--- config.mk ---
export PLATFORM = sky130hd
export DESIGN_NAME = io_port_dispatch
export DESIGN_NICKNAME = d
export VERILOG_FILES = /design/src/rtl/io_port_dispatch.sv
export SDC_FILE = /design/constraint.sdc
export NUM_CORES = 1
export LEC_CHECK = 0
export ABC_AREA = 1
export BUFFER_PORTS_ARGS = -buffer_cell sky130_fd_sc_hd__clkbuf_2
export CAP_MARGIN = 10
export CORE_ASPECT_RATIO = 1.4
export CORE_MARGIN = 8
export CORE_UTILIZATION = 40
export DETAILED_ROUTE_END_ITERATION = 10
export GPL_TIMING_DRIVEN = 0
export PLACE_DENSITY = 0.65
export SLEW_MARGIN = 25
export SYNTH_ARGS = -nofsm -noshare
export SYNTH_HDL_FRONTEND = slang
export SYNTH_SLANG_ARGS = --single-unit
export TNS_END_PERCENT = 50
--- constraint.sdc ---
create_clock -name clk -period 10 [get_ports clk]
set_input_delay 2 -clock clk [delete_from_list [all_inputs] [get_ports clk]]
set_output_delay 2 -clock clk [all_outputs]
set_load 0.01 [all_outputs]
--- src/rtl/io_port_dispatch.sv ---
module io_port_dispatch #(
  parameter int ADDR_W    = 16,
  parameter int DATA_W    = 32,
  parameter int PORT_BITS = 12,
  parameter int NDEV      = 4,
  parameter int NSLOT     = 8
) (
  input  logic                     clk,
  input  logic                     rst_n,
  input  logic                     req_valid,
  input  logic [ADDR_W-1:0]        req_addr,
  input  logic [1:0]               req_size,
  input  logic                     req_wr,
  input  logic [DATA_W-1:0]        req_wdata,
  output logic                     busy,
  output logic                     done,
  output logic                     err,
  output logic [DATA_W-1:0]        rdata,
  input  logic                     cfg_valid,
  input  logic [$clog2(NSLOT)-1:0] cfg_slot,
  input  logic [PORT_BITS-1:0]     cfg_start,
  input  logic [PORT_BITS:0]       cfg_len,
  input  logic [1:0]               cfg_size,
  input  logic [$clog2(NDEV)-1:0]  cfg_dev,
  output logic                     cfg_err,
  output logic [NDEV-1:0]          dev_sel,
  output logic [ADDR_W-1:0]        dev_addr,
  output logic [1:0]               dev_size,
  output logic                     dev_wr,
  output logic [DATA_W-1:0]        dev_wdata,
  input  logic [NDEV*DATA_W-1:0]   dev_rdata
);
  localparam int DEV_W  = $clog2(NDEV);
  localparam int SLOT_W = $clog2(NSLOT);
  localparam int LEN_W  = PORT_BITS + 1;
  localparam logic [1:0] SZ_BYTE = 2'd0, SZ_WORD = 2'd1, SZ_BAD = 2'd3;
  localparam logic [DATA_W-1:0] ONES  = {DATA_W{1'b1}};
  localparam logic [DATA_W-1:0] BYTE1 = {{(DATA_W-8){1'b0}}, 8'hFF};
  localparam logic [DATA_W-1:0] WORD1 = {{(DATA_W-16){1'b0}}, 16'hFFFF};

  typedef enum logic [1:0] {S_IDLE, S_LO, S_HI, S_FIN} state_t;
  state_t state;

  logic [PORT_BITS-1:0] s_start [NSLOT];
  logic [LEN_W-1:0]     s_len   [NSLOT];
  logic [1:0]           s_size  [NSLOT];
  logic [DEV_W-1:0]     s_dev   [NSLOT];

  logic [ADDR_W-1:0] c_addr;
  logic [1:0]        c_size;
  logic              c_wr;
  logic [DATA_W-1:0] c_wdata;
  logic [DATA_W-1:0] rd_q;
  logic              err_q, cfg_err_q;

  wire [ADDR_W-1:0]    a_hi = c_addr + ADDR_W'(1);
  wire                 in_hi = (state == S_HI);
  wire [PORT_BITS-1:0] idx = in_hi ? a_hi[PORT_BITS-1:0] : c_addr[PORT_BITS-1:0];
  wire                 bad = (c_size == SZ_BAD);

  logic [NSLOT-1:0] hit_w, hit_b;
  for (genvar i = 0; i < NSLOT; i++) begin : g_slot
    wire [LEN_W-1:0] off = {1'b0, idx} - {1'b0, s_start[i]};
    wire [1:0] amask = (s_size[i] == SZ_BYTE) ? 2'b00 :
                       (s_size[i] == SZ_WORD) ? 2'b01 : 2'b11;
    wire in_rng = (idx >= s_start[i]) && (off < s_len[i]);
    assign hit_w[i] = in_rng && (s_size[i] == c_size) && ((off[1:0] & amask) == 2'b00);
    assign hit_b[i] = in_rng && (s_size[i] == SZ_BYTE);
  end

  logic             w_hit, b_hit;
  logic [DEV_W-1:0] w_dev, b_dev;
  always_comb begin
    w_hit = 1'b0; w_dev = '0; b_hit = 1'b0; b_dev = '0;
    for (int i = 0; i < NSLOT; i++) begin
      if (hit_w[i]) begin w_hit = 1'b1; w_dev = s_dev[i]; end
      if (hit_b[i]) begin b_hit = 1'b1; b_dev = s_dev[i]; end
    end
  end

  wire direct = (state == S_LO) && !bad && w_hit;
  wire half   = ((state == S_LO) && !bad && !w_hit && c_size == SZ_WORD) || in_hi;
  wire [DEV_W-1:0]  cur_dev = direct ? w_dev : b_dev;
  wire [DATA_W-1:0] lane = dev_rdata[cur_dev*DATA_W +: DATA_W];
  wire [7:0]        half_byte = b_hit ? lane[7:0] : 8'hFF;

  always_comb begin
    dev_sel = '0;
    if (direct || (half && b_hit)) dev_sel = NDEV'(1) << cur_dev;
  end

  assign dev_addr  = in_hi ? a_hi : c_addr;
  assign dev_size  = half ? SZ_BYTE : c_size;
  assign dev_wr    = c_wr;
  assign dev_wdata = !half ? c_wdata :
                     in_hi ? {{(DATA_W-8){1'b0}}, c_wdata[15:8]} :
                             {{(DATA_W-8){1'b0}}, c_wdata[7:0]};

  always_ff @(posedge clk) begin
    if (!rst_n) begin
      state <= S_IDLE;
      c_addr <= '0; c_size <= '0; c_wr <= 1'b0; c_wdata <= '0;
      rd_q <= '0; err_q <= 1'b0;
    end else begin
      case (state)
        S_IDLE: if (req_valid) begin
          c_addr <= req_addr; c_size <= req_size; c_wr <= req_wr; c_wdata <= req_wdata;
          err_q <= 1'b0;
          state <= S_LO;
        end
        S_LO: begin
          state <= S_FIN;
          if (bad) begin
            err_q <= 1'b1; rd_q <= '0;
          end else if (w_hit) begin
            rd_q <= c_wr ? '0 :
                    lane & ((c_size == SZ_BYTE) ? BYTE1 : (c_size == SZ_WORD) ? WORD1 : ONES);
          end else if (c_size == SZ_WORD) begin
            rd_q <= c_wr ? '0 : {{(DATA_W-8){1'b0}}, half_byte};
            state <= S_HI;
          end else begin
            rd_q <= c_wr ? '0 : ((c_size == SZ_BYTE) ? BYTE1 : ONES);
          end
        end
        S_HI: begin
          if (!c_wr) rd_q[15:8] <= half_byte;
          state <= S_FIN;
        end
        default: state <= S_IDLE;
      endcase
    end
  end

  always_ff @(posedge clk) begin
    if (!rst_n) begin
      cfg_err_q <= 1'b0;
      for (int i = 0; i < NSLOT; i++) begin
        s_start[i] <= '0; s_len[i] <= '0; s_size[i] <= '0; s_dev[i] <= '0;
      end
    end else begin
      cfg_err_q <= cfg_valid && (cfg_size == SZ_BAD);
      if (cfg_valid && cfg_size != SZ_BAD) begin
        s_start[cfg_slot] <= cfg_start;
        s_len[cfg_slot]   <= cfg_len;
        s_size[cfg_slot]  <= cfg_size;
        s_dev[cfg_slot]   <= cfg_dev;
      end
    end
  end

  assign busy    = (state != S_IDLE);
  assign done    = (state == S_FIN);
  assign err     = done && err_q;
  assign rdata   = rd_q;
  assign cfg_err = cfg_err_q;
endmodule

==> impl_metrics.csv <==
group,metric,value,unit
route,via_per_inst,5.045,
power,vdd_drop_max,0.1117,mV
sta,slew_headroom,31.47,%
yosys,ys_types,56,
finish,multi_input_comb_area,10660,µm²
route,route.vias.total,19030,
sta,fmax,0.1086,GHz
setup_path,crit_path_max_cell_delay,400,ps
placement,dp_hpwl,53930,µm
floorplanning,site_row_count,100,
route,drt_pre_antenna_iters,6,
outcome,run_status,"finished, final reports clean",
route,wire_length_per_cell,18.50,µm
setup_path,cp_max_fo,13,
yosys,synth_area_per_cell,7.919,µm²
finish,final_net_count,3449,
sta,hold_violations,0,
global_routing,via_count_of_the_first_global_routing_pass,18720,
yosys,synth_sequential_area_ratio,40.97,%
finish,stdcell_count,3772,
sta,count_of_pins_over_their_slew_limit,0,
global_routing,global_route.overflow_total,0,
sta,setup_viol,0,
power,power.density_cell_area,248.7,nW/µm²
finish,area_growth_syn_to_layout,17.73,%
clock_network,tritoncts.num_buffers,36,
finish,seq_area,8708,µm²
power,leakagePower,0.01231,µW
setup_path,type_of_destination_of_the_critical_path,"primary output",
placement,post_placement_cell_count,3706,
sta,worst_clock_skew,16.06,ps
route,ant_nets,0,
sta,postLayoutSetupSlackWorst,788.5,ps
sta,final_critical_path_required_period,9211,ps
placement,post-place-ws,448.5,ps
min_path,timing.hold.worst.class,"reg2reg",
yosys,syn-cell-area,21250,µm²
floorplanning,io_pins,306,
route,drt_wl_total,69780,µm
setup_path,path_class,"reg2out",
setup_path,worst-path-buf-inv,8,
clock_network,cts_root_buffer,"sky130_fd_sc_hd__clkbuf_16",
setup_path,cpMostUsedCell,"sky130_fd_sc_hd__nor2_1",
global_routing,overall_fraction_of_global_route_tracks_in_use,22.33,%
yosys,async_flop_share,0,%
yosys,synthesis.instances,2684,
route,drt-initial-drc-count,1191,
global_routing,grt_first_pass_wirelength,104600,µm
placement,instance_area_at_placement,23820,µm²
yosys,postSynthNetCount,3104,
global_routing,initial_antenna_violation_count,6,
clock_network,h_tree_lvls,2,
setup_path,timing.reg2reg.setup_slack,3020,ps
yosys,synth_enable_flop_cells,232,
finish,drive_above_1_share,14.15,%
clock_network,cts_tree,"done",
floorplanning,core,52800,µm²
setup_path,critical_path.startpoint_type,"flop",
global_routing,grt_start_max_net_pins,30,
sta,grt_setup_unrepaired,"false",
clock_network,clkSlewWorstSetupHoldPaths,60,ps
setup_path,critical_path.top_delay_family,"simple AND/OR/NAND/NOR gates",
finish,finish.instance_area,25020,µm²
sta,worst-slew-pin-transition,1028,ps
clock_network,clock_tree.buffer_depth,3,
clock_network,cts.hold.buffers_added,0,
floorplanning,die_x,210.8,µm
setup_path,cpMaxStageDelayCell,"sky130_fd_sc_hd__xor2_4",
flow_run,timing.max_cap.violations,0,
yosys,synth_seq_cells,319,
route,post-route-drc-count,0,
clock_network,insertion_delay_of_the_later_clocked_pin_in_the_worst_skew_pair,540,ps
clock_network,clkSinkCount,319,
yosys,yosysWarnings,0,
placement,port_buffer_count,304,
finish,num-fill-cells,5347,
sta,min_period_over_period,92.11,%
setup_path,cp_data_arrival_time,7210,ps
setup_path,required,8000,ps
floorplanning,floorplan.die_area,60870,µm²
floorplanning,die_h,288.7,µm
placement,gpl.final_weighted_congestion,0.9814,
yosys,top_reg_cell_synth,"sky130_fd_sc_hd__edfxtp_1",
floorplanning,initial_utilization,40.25,%
==> state kept, by name, summed over array words and instances, names as in the netlist <==
signal   cells
s_dev       16
dev_wr       1
s_start     96
s_size      16
rdata       32
c_size       2
s_len      104
cfg_err      1
state        2
err_q        1
c_addr      16
c_wdata     32
==> synthesized netlist by cell type (2+ instances only) <==
cell	count	share of area, %
sky130_fd_sc_hd__buf_2	11	0.26
sky130_fd_sc_hd__a21oi_1	204	4.8
sky130_fd_sc_hd__o22ai_1	4	0.12
sky130_fd_sc_hd__nand4_1	44	1.3
sky130_fd_sc_hd__clkbuf_1	52	0.92
sky130_fd_sc_hd__xnor2_1	34	1.4
sky130_fd_sc_hd__nand3_2	4	0.19
sky130_fd_sc_hd__inv_2	6	0.11
sky130_fd_sc_hd__o21ai_0	115	2.7
sky130_fd_sc_hd__nand2_2	3	0.088
sky130_fd_sc_hd__o21ai_1	19	0.45
sky130_fd_sc_hd__o211ai_1	3	0.11
sky130_fd_sc_hd__o31ai_1	3	0.11
sky130_fd_sc_hd__edfxtp_1	232	33
sky130_fd_sc_hd__buf_1	2	0.035
sky130_fd_sc_hd__a21oi_2	3	0.12
sky130_fd_sc_hd__a2111oi_0	4	0.16
sky130_fd_sc_hd__ha_1	197	12
sky130_fd_sc_hd__o221ai_1	5	0.21
sky130_fd_sc_hd__fa_1	8	0.75
sky130_fd_sc_hd__nand2_4	2	0.11
sky130_fd_sc_hd__o21bai_1	7	0.25
sky130_fd_sc_hd__nor3_1	25	0.59
sky130_fd_sc_hd__nand2_1	501	8.8
sky130_fd_sc_hd__nand3_1	139	3.3
sky130_fd_sc_hd__nor2_1	397	7.0
sky130_fd_sc_hd__a31oi_1	18	0.53
sky130_fd_sc_hd__buf_4	4	0.14
sky130_fd_sc_hd__a211oi_1	7	0.25
sky130_fd_sc_hd__o21ai_2	3	0.12
sky130_fd_sc_hd__a21o_1	9	0.32
sky130_fd_sc_hd__inv_1	420	7.4
sky130_fd_sc_hd__a221oi_1	4	0.16
sky130_fd_sc_hd__o311ai_1	2	0.082
sky130_fd_sc_hd__o21a_1	4	0.14
sky130_fd_sc_hd__nor2_4	4	0.21
sky130_fd_sc_hd__buf_6	8	0.42
sky130_fd_sc_hd__dfxtp_1	87	8.2
sky130_fd_sc_hd__nor3_2	3	0.14
sky130_fd_sc_hd__nor4_1	5	0.15
sky130_fd_sc_hd__clkinv_1	3	0.053
sky130_fd_sc_hd__xor2_1	65	2.7
==> metal layers <==
metal / share of wire, % / up-vias / global-route usage [%]
met3: 6.2 / 161 / 3.757
li1: - / 9531 / -
met2: 50 / 588 / 40.48
met5: 0.037 / - / 0
met4: 5.6 / 4 / 12.25
met1: 39 / 8744 / 24.52
==> power breakdown <==
part	switching [µW]	internal (µW)	leakage (µW)	total (µW)
combinational	2060	1160	0.00882	3210
sequential	84.8	1580	0.00293	1670
clock	550	794	0.000565	1340
==> layout make-up <==
type,count,share of cell area (%)
clock buffers,53,4.120
inverters,430,6.460
well taps,714,3.570
multi-input cells,1858,42.61
plain buffers,75,1.480
diodes,4,0.04000
clock inverters,10,0.5650
repair buffers,309,6.355
flip-flops and latches,319,34.80
==> worst paths after layout <==
| kind | from | endpoint | cells past startpoint |
|---|---|---|---|
| setup reg to reg | state[0] | rdata[16] | 38 |
| hold / removal | c_wdata[18] | c_wdata[18] | 2 |
| setup / recovery | state[0] | dev_sel[2] | 36 |
| hold reg to reg | c_wdata[18] | c_wdata[18] | 2 |
==> cell usage in the layout (no fill, tap or decap), types with 4 or more instances in the layout <==
cell,synthesis,layout
sky130_fd_sc_hd__ha_1,197,196
sky130_fd_sc_hd__dfxtp_1,87,87
sky130_fd_sc_hd__edfxtp_1,232,232
sky130_fd_sc_hd__a21oi_1,204,204
sky130_fd_sc_hd__a2111oi_0,4,4
sky130_fd_sc_hd__xor2_1,65,61
sky130_fd_sc_hd__xor2_4,0,4
sky130_fd_sc_hd__inv_2,6,6
sky130_fd_sc_hd__clkbuf_2,0,304
sky130_fd_sc_hd__fa_1,8,8
sky130_fd_sc_hd__a221oi_1,4,4
sky130_fd_sc_hd__diode_2,0,4
sky130_fd_sc_hd__o221ai_1,5,5
sky130_fd_sc_hd__nand3_1,139,139
sky130_fd_sc_hd__buf_6,8,11
sky130_fd_sc_hd__nand3_2,4,4
sky130_fd_sc_hd__nor2_1,397,396
sky130_fd_sc_hd__buf_2,11,11
sky130_fd_sc_hd__o21a_1,4,4
sky130_fd_sc_hd__nor4_1,5,5
sky130_fd_sc_hd__clkbuf_1,52,62
sky130_fd_sc_hd__nor3_1,25,25
sky130_fd_sc_hd__clkbuf_16,0,38
sky130_fd_sc_hd__buf_4,4,5
sky130_fd_sc_hd__o21ai_0,115,114
sky130_fd_sc_hd__o22ai_1,4,4
sky130_fd_sc_hd__xnor2_1,34,34
sky130_fd_sc_hd__a211oi_1,7,7
sky130_fd_sc_hd__o21ai_1,19,19
sky130_fd_sc_hd__nand4_1,44,44
sky130_fd_sc_hd__o21ai_2,3,4
sky130_fd_sc_hd__inv_1,420,420
sky130_fd_sc_hd__clkinv_1,3,4
sky130_fd_sc_hd__a21o_1,9,9
sky130_fd_sc_hd__o21bai_1,7,7
sky130_fd_sc_hd__nand2_2,3,11
sky130_fd_sc_hd__nor2_4,4,4
sky130_fd_sc_hd__a31oi_1,18,18
sky130_fd_sc_hd__nand2_1,501,493
==> what timing repair did <==
action / in CTS / in global routing
setup buffers: 0 / 1
cloned: 0 / 0
setup endpoints to repair: 24 / 30
pin swaps: 0 / 1
gates resized for setup: 1 / 2
==> per-stage QoR <==
| stage | total power, µW | hold slack [ps] | setup TNS, ps | util (%) |
|---|---|---|---|---|
| finish | 6223 | 452.8 | 0 | 47.39 |
| global route | 6725 | 472.6 | 0 | 47.39 |
| CTS | 6253 | 454.0 | 0 | 47.35 |
| detailed placement | 4892 | 445.3 | 0 | 45.11 |
| global placement | 4831 | 440.9 | -35510 | 44.83 |
| floorplan | 3912 | 430.0 | 0 | - |
==> cell families after synthesis <==
| family | synth area share (%) |
|---|---|
| AND/OR/NAND/NOR | 22.29 |
| AO/OA/AOI/OAI | 10.92 |
| XOR/XNOR | 4.080 |
| adder cells (fa/ha/maj) | 12.35 |
| flip-flops | 40.97 |
| buffers and inverters | 9.384 |
==> worst min-delay path: cells and delay by family, from the launching register on <==
family                 cells  cell delay, ps
AOI/OAI and AO/OA          1              50
buffers and inverters      1              60
DFF                        1             300
Note: power is estimated with default switching activity, not from simulation.
